### src/rtl/rsc_pkg.sv
package rsc_pkg;
    localparam int WORD_W  = 32;
    localparam int NUM_TGT = 2;

    // register offsets inside one target's window
    localparam logic [2:0] OFF_STAT0 = 3'd0;
    localparam logic [2:0] OFF_STAT1 = 3'd1;
    localparam logic [2:0] OFF_MASK0 = 3'd2;
    localparam logic [2:0] OFF_MASK1 = 3'd3;
    localparam logic [2:0] OFF_NEXT  = 3'd4;
endpackage

### src/rtl/rsc_scan.sv
// Circular search: first set bit of pend at or above ptr, wrapping to 0.
module rsc_scan #(
    parameter int N  = 64,
    parameter int IW = $clog2(N)
) (
    input  logic [N-1:0]  pend,
    input  logic [IW-1:0] ptr,
    output logic          found,
    output logic [IW-1:0] idx
);
    logic [2*N-1:0] dbl;
    logic [N-1:0]   rot;
    logic [IW-1:0]  ofs;

    always_comb begin
        // rot[j] = pend[(ptr + j) mod N]
        dbl   = {pend, pend} >> ptr;
        rot   = dbl[N-1:0];
        found = |rot;
        ofs   = '0;
        for (int i = N - 1; i >= 0; i--) begin
            if (rot[i]) ofs = IW'(i);
        end
        idx = ptr + ofs;
    end
endmodule

### src/rtl/rsc_target.sv
// Per-target state: enable mask, scan pointer and registered interrupt line.
module rsc_target #(
    parameter int N     = 64,
    parameter int IW    = $clog2(N),
    parameter int WORDS = N / rsc_pkg::WORD_W
) (
    input  logic                      clk,
    input  logic                      rst_n,
    input  logic [N-1:0]              status,
    input  logic                      wr_en,
    input  logic                      wr_chunk,
    input  logic [rsc_pkg::WORD_W-1:0] wr_data,
    input  logic                      scan_rd,
    output logic [N-1:0]              mask_o,
    output logic [N-1:0]              pend_o,
    output logic                      found_o,
    output logic [IW-1:0]             idx_o,
    output logic [IW-1:0]             ptr_o,
    output logic                      irq_o
);
    import rsc_pkg::*;

    typedef struct packed {
        logic [N-1:0]  mask;
        logic [IW-1:0] ptr;
        logic          irq;
    } tgt_st_t;

    tgt_st_t st_d, st_q;
    logic [N-1:0]  pend;
    logic          found;
    logic [IW-1:0] idx;

    assign pend = status & st_q.mask;

    rsc_scan #(.N(N), .IW(IW)) u_scan (
        .pend  (pend),
        .ptr   (st_q.ptr),
        .found (found),
        .idx   (idx)
    );

    always_comb begin
        st_d = st_q;
        if (wr_en) begin
            for (int c = 0; c < WORDS; c++) begin
                if (WORDS == 1 || int'(wr_chunk) == c) begin
                    st_d.mask[c*WORD_W +: WORD_W] = wr_data;
                end
            end
        end
        if (scan_rd && found) begin
            st_d.ptr = idx + IW'(1);
        end
        st_d.irq = |pend;
    end

    always_ff @(posedge clk or negedge rst_n) begin
        if (!rst_n) begin
            st_q <= '0;
        end else begin
            st_q <= st_d;
        end
    end

    assign mask_o  = st_q.mask;
    assign pend_o  = pend;
    assign found_o = found;
    assign idx_o   = idx;
    assign ptr_o   = st_q.ptr;
    assign irq_o   = st_q.irq;
endmodule

### src/rtl/rotscan_irq_ctrl.sv
module rotscan_irq_ctrl #(
    parameter int NUM_SRC = 64
) (
    input  logic               clk,
    input  logic               rst_n,
    input  logic [NUM_SRC-1:0] src_in,
    input  logic               bus_wr,
    input  logic               bus_rd,
    input  logic [3:0]         bus_addr,
    input  logic [31:0]        bus_wdata,
    output logic [31:0]        bus_rdata,
    output logic [1:0]         irq_out
);
    import rsc_pkg::*;

    localparam int WORDS = NUM_SRC / WORD_W;
    localparam int IW    = $clog2(NUM_SRC);

    typedef struct packed {
        logic [NUM_SRC-1:0] status;
        logic [WORD_W-1:0]  rdata;
    } top_st_t;

    top_st_t st_d, st_q;

    logic       tgt;
    logic [2:0] off;
    logic       word_ok;
    logic       chunk;
    logic       is_mask;

    logic [NUM_SRC-1:0] mask_a  [NUM_TGT];
    logic [NUM_SRC-1:0] pend_a  [NUM_TGT];
    logic [IW-1:0]      idx_a   [NUM_TGT];
    logic [IW-1:0]      ptr_a   [NUM_TGT];
    logic               found_a [NUM_TGT];

    // flat copies for the bound checker
    logic [NUM_SRC-1:0] pend_t0, pend_t1;
    logic [IW-1:0]      ptr_t0, ptr_t1;

    assign tgt     = bus_addr[3];
    assign off     = bus_addr[2:0];
    // word offset 1 exists only in the wide build
    assign word_ok = (WORDS == 2) || !off[0];
    // highest word at lowest offset
    assign chunk   = (WORDS == 2) ? ~off[0] : 1'b0;
    assign is_mask = (off == OFF_MASK0) || (off == OFF_MASK1);

    for (genvar t = 0; t < NUM_TGT; t++) begin : g_tgt
        logic sel;
        assign sel = (tgt == t[0]);

        rsc_target #(.N(NUM_SRC), .IW(IW), .WORDS(WORDS)) u_tgt (
            .clk      (clk),
            .rst_n    (rst_n),
            .status   (st_q.status),
            .wr_en    (bus_wr && sel && is_mask && word_ok),
            .wr_chunk (chunk),
            .wr_data  (bus_wdata),
            .scan_rd  (bus_rd && sel && (off == OFF_NEXT)),
            .mask_o   (mask_a[t]),
            .pend_o   (pend_a[t]),
            .found_o  (found_a[t]),
            .idx_o    (idx_a[t]),
            .ptr_o    (ptr_a[t]),
            .irq_o    (irq_out[t])
        );
    end

    assign pend_t0 = pend_a[0];
    assign pend_t1 = pend_a[1];
    assign ptr_t0  = ptr_a[0];
    assign ptr_t1  = ptr_a[1];

    always_comb begin
        logic [WORD_W-1:0] rsel;
        int                cidx;
        st_d        = st_q;
        st_d.status = src_in;
        cidx        = int'(chunk);
        rsel        = '0;
        unique case (off)
            OFF_STAT0, OFF_STAT1: begin
                if (word_ok) rsel = pend_a[tgt][cidx*WORD_W +: WORD_W];
            end
            OFF_MASK0, OFF_MASK1: begin
                if (word_ok) rsel = mask_a[tgt][cidx*WORD_W +: WORD_W];
            end
            OFF_NEXT: begin
                rsel[WORD_W-1] = found_a[tgt];
                if (found_a[tgt]) rsel[IW-1:0] = idx_a[tgt];
            end
            default: rsel = '0;
        endcase
        if (bus_rd) st_d.rdata = rsel;
    end

    always_ff @(posedge clk or negedge rst_n) begin
        if (!rst_n) begin
            st_q <= '0;
        end else begin
            st_q <= st_d;
        end
    end

    assign bus_rdata = st_q.rdata;
endmodule

### config.mk
export PLATFORM = sky130hd
export DESIGN_NAME = rotscan_irq_ctrl
export DESIGN_NICKNAME = d
export VERILOG_FILES = /design/src/rtl/rsc_pkg.sv /design/src/rtl/rsc_scan.sv /design/src/rtl/rsc_target.sv /design/src/rtl/rotscan_irq_ctrl.sv
export SDC_FILE = /design/constraint.sdc
export NUM_CORES = 1
export LEC_CHECK = 0
export ABC_CLOCK_PERIOD_IN_PS = 5200
export CAP_MARGIN = 20
export CORE_ASPECT_RATIO = 0.5
export CORE_UTILIZATION = 25
export DETAILED_ROUTE_END_ITERATION = 8
export PLACE_DENSITY = 0.39
export REMOVE_ABC_BUFFERS = 1
export SETUP_SLACK_MARGIN = 0.4
export SYNTH_ARGS = -nofsm -noshare
export SYNTH_HDL_FRONTEND = slang
export SYNTH_SLANG_ARGS = --single-unit
### constraint.sdc
create_clock -name clk -period 5.2 [get_ports clk]
set_input_delay 0.52 -clock clk [delete_from_list [all_inputs] [get_ports clk]]
set_output_delay 0.52 -clock clk [all_outputs]
set_load 0.02 [all_outputs]
# Yosys cells after proc, flatten, opt, wreduce, memory -nomap -nowiden
# Cells that the tools add are included.
# W data, S select, Z words.
word_totals:
  ff_bits: 238
  latchBits: 0
  ram_bits: 0
  romBits: 0
  out_inout_bits: 34
  memories: 0
op_classes:
  add_sub_neg: 4
  mul: 0
  div: 0
  order_cmp: 1
  n_eq_ne: 4
  n_shift: 4
  n_mux: 144
  n_bitwise: 5
  reduce_logical: 22
ops:
  columns: ["op", "n"]
  rows:
  - ["$mux W6", 132]
  - ["$mux W64", 6]
  - ["$reduce_or A64 Y1", 4]
  - ["$shr A128 B6 Y64", 2]
  - ["$and A64 B64 Y64", 2]
  - ["$shiftx A64 B7 Y32", 2]
  - ["$pmux W25 S2", 1]
  - ["$pmux W6 S3", 1]
  - ["$add A6 B1 Y6 const B", 2]
  - ["$add A6 B6 Y6", 2]
  - ["$logic_and A1 B1 Y1", 10]
  - ["$reduce_and A2 Y1", 4]
  - ["$eq A3 B2 Y1 const B", 2]
  - ["$reduce_or A2 Y1", 2]
  - ["$eq A3 B1 Y1 const B", 1]
  - ["$eq A3 B3 Y1 const B", 1]
  - ["$logic_not A3 Y1", 1]
  - ["$mux W1", 3]
  - ["$pmux W1 S3", 1]
  - ["$ge A2 B2 Y1 const B", 1]
  - ["$not A1 Y1", 2]
  - ["$not A1 Y2", 1]
  - ["$logic_or A1 B1 Y1", 1]

# Depth between registers and ports, before layout
# Gate-level depths: netlist of the first run.
logic_depth:
  depth_word: 72
  depth_mapped: 26
  mapped_depth_nobuf: 22

# Cells and area by module
# A second synthesis of the first run with hierarchy kept.
hier_totals:
  cells_unflattened: 2653
  area_unflattened_um2: 28227.1
modules_own_cells:
  columns: ["module", "instances", "cells_per_inst", "area_per_inst_um2"]
  rows:
  - ["rsc_scan", 2, 834, 8124.0]
  - ["rsc_target", 2, 257, 3268.1]
  - ["rotscan_irq_ctrl", 1, 471, 5442.7]

# Least setup slack after synthesis of the first run
# No wires, ideal clock.
synth_path:
  path_kind: "reg2reg"
  startpoint: "register g_tgt[1].u_tgt.st_q (netlist bit g_tgt[1].u_tgt.ptr_o[0])"
  endpoint: "register g_tgt[1].u_tgt.st_q (netlist bit g_tgt[1].u_tgt.ptr_o[5])"
  setup_ns: 0.132
  arrival_ns: 5.298
  t_required_ns: 5.068
  path_slack_ns: -0.229
  stages_incl_launch_ff: 24
  n_path_buf: 5
  synth_period_minus_slack_ns: 5.429
  path_cell_list: "dfrtp_1 buf_2 buf_2 buf_4 buf_2 buf_2 mux4_2 mux4_2 a222oi_1 mux2i_1 and3_1 o311ai_0 nand2b_1 a221oi_1 o211ai_1 ha_1 fa_1 a21o_1 a21oi_1 xnor2_1 nand3_1 nand3_1 a21oi_1 or3b_1"
synth_via:
  elab_chain_len: 67
  elab_cells_between_ends: 69
  cone_classes: "add/sub (2); shift (1); mux (64); reduce/logical (2)"
synth_lines:
  columns: ["item", "line_no", "source"]
  rows:
  - ["from (decl)", "rsc_target.sv:29", "tgt_st_t st_d, st_q;"]
  - ["from (signal assigned)", "rsc_target.sv:62", "st_q <= st_d;"]
  - ["$shr A128 B6 Y64", "rsc_scan.sv:17", "dbl = {pend, pend} >> ptr;"]
  - ["$mux W6 (64 in a row)", "rsc_scan.sv:22", "if (rot[i]) ofs = IW'(i);"]
  - ["$add A6 B6 Y6", "rsc_scan.sv:24", "idx = ptr + ofs;"]
  - ["$add A6 B1 Y6", "rsc_target.sv:53", "st_d.ptr = idx + IW'(1);"]
# Several ways; a longest one is shown, not always the timed one.
# A chain may end at the register's enable or synchronous reset.

# Worst setup path after layout of the first run
# Ends and elaborated chain as after synthesis.

==> results of run 1 <==
cell families after synthesis:
family          count (synthesis)  synth area share
flops                         238             0.227
simple gates                  987             0.191
mux                           507             0.318
fa+ha+maj                      14           0.00725
buf+inv                       247            0.0438
compound gates                747             0.208
xor+xnor                       15           0.00501
final cells by class:
cell class                      count  area, sq um
Multi-Input combinational cell   2270        20200
Sequential cell                   238         5990
Tap cell                         1402         1750
Fill cell                       10400        62100
Antenna cell                        1         2.50
Timing Repair Buffer             1425        12000
Inverter                           40          163
Clock buffer                       38          800
Clock inverter                     15          206
placed cells by master, fill, tap and decap left out, types with 14 or more instances in the layout:
cell	instances
nand3_1	76
dfrtp_1	215
o21ai_1	14
nor2b_1	15
o22ai_1	103
mux2_2	160
nor3_1	41
o22a_1	18
a211oi_1	15
nor4_1	15
clkdlybuf4s50_1	133
and2_1	117
nand4b_1	16
buf_6	31
o21ai_0	72
mux2i_1	82
a21oi_2	16
o211ai_1	25
or2_2	14
o31ai_1	30
inv_1	29
buf_4	1192
clkbuf_16	30
o221ai_1	44
nand2b_1	16
o31a_1	35
mux4_2	232
nor2_1	193
o21a_1	31
nand2_1	288
nand4_1	56
a21o_1	17
a21oi_1	75
a22oi_1	23
o2111ai_1	14
buf_12	56
dfrtp_2	22
power by group through the flow:
stage,clock (W),sequential (W),combinational [W]
after global placement,0,0.00255,0.0242
final,0.00220,0.00256,0.0278
after floorplan,0,0.00305,0.0105
after global routing,0.00230,0.00259,0.0291
after detailed placement,0,0.00256,0.0241
after CTS,0.00224,0.00255,0.0263
state kept, by name, summed over array words and instances (netlist names):
register	cells
bus_rdata	32
g_tgt.u_tgt.ptr_o	12
st_q	64
g_tgt.u_tgt.irq_o	2
g_tgt.u_tgt.mask_o	128
Yosys cell counts (all sizes together), types with 13 or more instances:
master   instances
or2             19
nand3           83
mux2           170
a21o            17
or4             13
nand2b          22
o2111ai         16
a22oi           23
nor4            21
o31a            35
dfrtp          238
o21a            33
nor3            43
buf            119
o22a            21
and2           124
a221oi          15
nor2b           19
a211oi          22
mux4           237
nand4           56
clkbuf          88
o31ai           33
nand4b          16
o221ai          50
nor2           201
inv             40
o32ai           13
o22ai          117
mux2i          100
nand2          301
a21oi           92
o211ai          25
o21ai           88
worst max path at each step:
| stage | slack [ps] | startpoint | to | cells after the start |
|---|---|---|---|---|
| finish | -590 | g_tgt[1].u_tgt.ptr_o[0]$_DFFE_PN0P_ | g_tgt[1].u_tgt.ptr_o[5]$_DFFE_PN0P_ | 20 |
| global route | -720 | g_tgt[1].u_tgt.ptr_o[0]$_DFFE_PN0P_ | g_tgt[1].u_tgt.ptr_o[5]$_DFFE_PN0P_ | 21 |
| CTS | -500 | g_tgt[1].u_tgt.ptr_o[0]$_DFFE_PN0P_ | g_tgt[1].u_tgt.ptr_o[5]$_DFFE_PN0P_ | 22 |
| detailed placement | -1100 | g_tgt[1].u_tgt.ptr_o[0]$_DFFE_PN0P_ | bus_rdata[5]$_DFFE_PN0P_ | 24 |
| global placement | -1210 | g_tgt[1].u_tgt.ptr_o[0]$_DFFE_PN0P_ | bus_rdata[5]$_DFFE_PN0P_ | 24 |
| floorplan | -3380 | g_tgt[1].u_tgt.ptr_o[0]$_DFFE_PN0P_ | g_tgt[1].u_tgt.ptr_o[5]$_DFFE_PN0P_ | 20 |
timing repair:
action	4_1_cts	5_1_grt
gates resized for setup	249	96
cloned	3	1
pin swaps	79	54
setup endpoints to repair	17	17
hold buffers	0	0
setup buffers	44	26
metrics by stage:
step                      worst slack [ps]  hold slack [ps]  TNS, ps  utilization  total power, W
after floorplan                      -3380              224   -40810            -          0.0135
after global placement               -1210              471   -10800        0.369          0.0268
after detailed placement             -1100              469   -10130        0.369          0.0267
after CTS                             -501             17.2    -3680        0.393          0.0311
after global routing                  -717             31.8    -5880        0.398          0.0340
final                                 -592            -17.5    -4120        0.398          0.0325
per-layer routing:
metal | vias to the layer above | global-route usage
met5 | - | 0
met4 | 2 | 0.0940
met3 | 274 | 0.0377
met2 | 1390 | 0.499
met1 | 16200 | 0.453
li1 | 13500 | -
==> results.py, run 1 <==
metrics = {
    "run_status": {
        "run_status": "finished, violations left",
        "violations": "negative hold slack, negative setup slack",
    },
    "power_and_ir_drop": {
        "p_int_w": 0.0169,
        "p_switching_w": 0.0156,
        "switching_share": 0.479,
        "ir_drop_uv": 492,
        "powerDensity_nw_per_um2": 791,
        "pwr-share-seq": 0.079,
        "comb_power_share": 0.854,
        "clockPowerShare": 0.068,
        "p_leak_nw": 17.2,
    },
    "setup_path": {
        "r2r_setup_slack_ps": -590,
        "max_stage_delay_ps": 550,
        "crit_type": "reg -> reg",
        "arrival_ps": 6260,
        "required_ps": 5670,
        "critical_path_buf_inv_count": 2,
        "regToRegEndpoint": "g_tgt[1].u_tgt.ptr_o[5]$_DFFE_PN0P_",
        "cpMaxStageDelayCell": "dfrtp_4",
        "critPathMaxFanout": 8,
        "cp_top_family": "multiplexers",
        "reg2reg_from": "g_tgt[1].u_tgt.ptr_o[0]$_DFFE_PN0P_",
        "crit_chain": "buf_12, buf_4, mux4_2, mux4_2, mux2_2, mux2_4, or4b_4, nand3_1, a211o_1, a21oi_2, o211ai_1, o211ai_1, ha_1, a21oi_2, o21bai_1, a21oi_1, xnor2_1, or3_4, nand3_2, or3b_1",
        "r2r_cells": 20,
        "cp-start-kind": "flop",
        "endpoint_kind": "flop",
    },
    "logic_synthesis": {
        "synth-seq-cells": 238,
        "postSynthCellCount": 2755,
        "synth_enable_flop_cells": 0,
        "netlist_area_sq_um": 26200,
        "ys_seq_area_frac": 0.227,
        "synth.avg_cell_area_sq_um": 9.52,
        "synth_cell_types": 94,
        "async_reset_ff_frac": 1.00,
        "yosys_warnings": 0,
        "synth_area_leaders": "dfrtp_1, mux4_2, mux2_2, nand2_1, mux2i_1",
        "synth_top_area_frac": 0.227,
        "synth_flop_cell": "dfrtp_1",
        "synth_area_leader_cell": "dfrtp_1",
    },
    "clock_network": {
        "clock_sinks": 238,
        "h-tree-depth": 1,
        "tritoncts": "built",
        "clkLatencyLatePin_ps": 600,
        "cts_buffers": 29,
        "cts.reportedPaths.clkPinSlew_ps": 60,
        "cts_max_path_buffers": 3,
        "cts_root_buf": "clkbuf_16",
    },
    "final_layout": {
        "final_cell_area_sq_um": 41100,
        "design.final.nets": 4122,
        "syn_to_final_growth_pct": 56.9,
        "stdcell_count": 5429,
        "drive_gt1_frac": 0.501,
    },
    "sta": {
        "fin_skew_ps": 25.0,
        "setup_ws_ps": -592,
        "hold_viol_final": 18,
        "max_freq_mhz": 173,
        "fin_crit_sh": 1.11,
        "fin_hold_ws_ps": -17.5,
        "min_period_ps": 5790,
        "slew_violations": 0,
        "setup_viol": 13,
        "rsz0062_at_grt": "yes",
        "slew_headroom": 0.217,
        "worstMarginPinSlew_ps": 1170,
    },
    "detailed_routing": {
        "drcViolationCount": 0,
        "wl_met3_mm": 11.3,
        "firstDrtPassIters": 6,
        "num_vias": 31400,
        "highest_layer": "met5",
        "ant_nets": 0,
        "wl_mm": 173,
        "drt_iter0_markers": 3676,
        "viasPerCell": 5.79,
        "wl_met1_mm": 78.7,
        "wl_per_cell_um": 31.8,
        "wl_met2_mm": 76.5,
    },
    "run": {
        "cap_violations": 0,
    },
    "global_route": {
        "grt_pass1_wl_mm": 241,
        "antenna_found_initial": 5,
        "grt_pass1_vias": 30900,
        "grtUsageTotal": 0.317,
        "grt_overflow": 0,
        "grt_max_degree": 101,
    },
    "placement": {
        "dp_hpwl_mm": 143,
        "routabilityCongestion": 0.999,
        "placed_area_sq_um": 38100,
        "placed_cells": 5301,
        "io_buffers": 137,
    },
    "die": {
        "start_util": 0.254,
        "io_pins": 138,
        "die_y_um": 231,
        "die_width_um": 460,
        "core-area_sq_um": 103000,
        "die_area_sq_um": 106000,
        "rows": 83,
    },
    "hold_path": {
        "hold_path_class": "in -> async",
    },
}
No activity file was read; power rests on OpenSTA's default activity.
==> run 2: changes to the inputs <==
--- a/config.mk
+++ b/config.mk
@@ -7,10 +7,13 @@
 export LEC_CHECK = 0
 export ABC_CLOCK_PERIOD_IN_PS = 5200
 export CAP_MARGIN = 20
+export CELL_PAD_IN_SITES_DETAIL_PLACEMENT = 0
+export CELL_PAD_IN_SITES_GLOBAL_PLACEMENT = 1
 export CORE_ASPECT_RATIO = 0.5
 export CORE_UTILIZATION = 25
+export CTS_CLUSTER_SIZE = 30
 export DETAILED_ROUTE_END_ITERATION = 8
-export PLACE_DENSITY = 0.39
+export PLACE_DENSITY = 0.47
 export REMOVE_ABC_BUFFERS = 1
 export SETUP_SLACK_MARGIN = 0.4
 export SYNTH_ARGS = -nofsm -noshare
==> run 2 against run 1 <==
Against the previous run:
- the flow finishes with violations (negative setup slack)
- highest routed layer is now met4
- sequential share of layout area is 0.16 points higher
- die area stayed put
- non-clock buffer count is 50 lower
- clock-buffer cell count is 8 higher
==> results.py, run 2 (synthesized netlist as in run 1, its figures left out) <==
metrics = {
    "sta": {
        "fin_skew_ps": 32.7,
        "fin_crit_sh": 1.09,
        "worstMarginPinSlew_ps": 1150,
        "rsz0062_at_grt": "yes",
        "slew_violations": 0,
        "setup_viol": 12,
        "fin_hold_ws_ps": 32.3,
        "max_freq_mhz": 176,
        "hold_viol_final": 0,
        "min_period_ps": 5690,
        "slew_headroom": 0.236,
        "setup_ws_ps": -490,
    },
    "die": {
        "start_util": 0.254,
        "rows": 83,
        "die_width_um": 460,
        "core-area_sq_um": 103000,
        "die_area_sq_um": 106000,
        "io_pins": 138,
        "die_y_um": 231,
    },
    "setup_path": {
        "cp-start-kind": "flop",
        "endpoint": "bus_rdata[5]$_DFFE_PN0P_",
        "required_ps": 5720,
        "crit_type": "reg -> reg",
        "critPathMaxFanout": 7,
        "reg2reg_from": "g_tgt[1].u_tgt.ptr_o[0]$_DFFE_PN0P_",
        "regToRegEndpoint": "bus_rdata[5]$_DFFE_PN0P_",
        "r2r_cells": 23,
        "arrival_ps": 6210,
        "cp-startpoint": "g_tgt[1].u_tgt.ptr_o[0]$_DFFE_PN0P_",
        "r2r_setup_slack_ps": -490,
        "endpoint_kind": "flop",
    },
    "final_layout": {
        "design.final.nets": 4073,
        "final_core_util": 0.394,
        "drive_gt1_frac": 0.486,
        "largest_register_ffs": 128,
        "seqCellArea_sq_um": 5990,
        "syn_to_final_growth_pct": 55.3,
        "multiInputGateArea_sq_um": 20100,
        "nFillCells": 10500,
        "layout_common_cells": "buf_4, nand2_1, mux4_2",
        "final_common_cell": "buf_4",
    },
    "clock_network": {
        "cts_max_path_buffers": 3,
        "clock_sinks": 238,
        "cts.reportedPaths.clkPinSlew_ps": 60,
        "cts_buffers": 30,
        "clkLatencyLatePin_ps": 590,
        "tritoncts": "built",
        "h-tree-depth": 1,
        "cts_root_buf": "clkbuf_16",
    },
    "global_route": {
        "antenna_found_initial": 6,
        "grt_overflow": 0,
        "grt_pass1_vias": 30800,
        "grtUsageTotal": 0.317,
        "grt_pass1_wl_mm": 241,
        "grt_max_degree": 103,
    },
    "detailed_routing": {
        "highest_layer": "met4",
        "wl_per_cell_um": 32.0,
        "drt_iter0_markers": 3494,
        "wl_mm": 172,
        "num_vias": 31200,
        "wl_met3_mm": 11.8,
        "wl_met2_mm": 75.3,
        "ant_nets": 0,
        "firstDrtPassIters": 5,
        "wl_met1_mm": 77.2,
        "viasPerCell": 5.80,
        "drcViolationCount": 0,
    },
    "run_status": {
        "run_status": "finished, violations left",
        "violations": "negative setup slack",
    },
    "placement": {
        "dp_hpwl_mm": 142,
        "routabilityCongestion": 0.978,
        "io_buffers": 137,
        "pre_cts_ws_ps": -962,
    },
    "power_and_ir_drop": {
        "powerDensity_nw_per_um2": 799,
        "p_leak_nw": 16.9,
        "ir_drop_uv": 472,
    },
    "run": {
        "cap_violations": 0,
    },
    "hold_path": {
        "hold_path_class": "in -> async",
    },
}
[run 2: worst max-delay path: stages, from the launching register on]
cell and delay (ps):
dfrtp_4 530, inv_8 100, buf_12 110, buf_12 130
buf_4 180, mux4_2 590, and2_1 250, a2111oi_0 520
a31oi_1 200, mux2_2 350, a311oi_2 280, nand4_1 150
a221oi_2 210, o211ai_1 200, ha_2 250, a21o_1 190
a21oi_2 150, o21bai_1 90, a21oi_2 150, xnor2_1 90
or3_4 400, buf_6 130, a21oi_4 210, nand3b_1 140
[run 2: per-layer routing]
layer  GRT usage  vias up
met5           0        -
met4       0.120        0
met3      0.0393      268
met2       0.490     1406
met1       0.449    16100
li1            -    13500
[run 2: report_power, final]
part	leakage, nW	internal [W]	switching (W)
clock network	0.513	0.00137	0.000887
registers	2.88	0.00219	0.000394
logic	13.5	0.0134	0.0142
[run 2: through the flow]
stage	instance area, sq um	setup TNS (ps)	power, W	instances
after CTS	40200	-3090	0.0315	5363
after detailed placement	37700	-8320	0.0268	5257
after floorplan	25200	-40810	0.0135	2548
after global placement	37700	-8640	0.0269	5257
final	40700	-3690	0.0325	5382
after global routing	40700	-6770	0.0340	5380
[run 2: final cells by class]
type / count / share of cell area
inverters: 40 / 0.00418
clock inverters: 9 / 0.00400
clock buffers: 46 / 0.0219
multi-input cells: 2270 / 0.494
repair buffers: 1375 / 0.286
well taps: 1402 / 0.0431
flip-flops and latches: 238 / 0.147
diodes: 2 / 0.000123
[run 2: repair_timing]
action | CTS | global route
pin swaps | 61 | 39
hold buffers | 0 | 0
resized for setup | 216 | 87
setup buffers | 44 | 17
endpoints found under the setup margin | 18 | 17
cloned | 7 | 0
[run 2: worst min path at each step]
stage	from	end	slack [ps]	depth (start not counted)
6_report	rst_n	st_q[82]$_DFF_PN0_	30	1
5_1_grt	rst_n	st_q[82]$_DFF_PN0_	70	1
4_1_cts	rst_n	st_q[51]$_DFF_PN0_	30	1
3_5_place_dp	bus_rdata[17]$_DFFE_PN0P_	bus_rdata[17]$_DFFE_PN0P_	480	2
3_3_place_gp	bus_rdata[18]$_DFFE_PN0P_	bus_rdata[18]$_DFFE_PN0P_	470	2
2_1_floorplan	rst_n	bus_rdata[0]$_DFFE_PN0P_	220	0
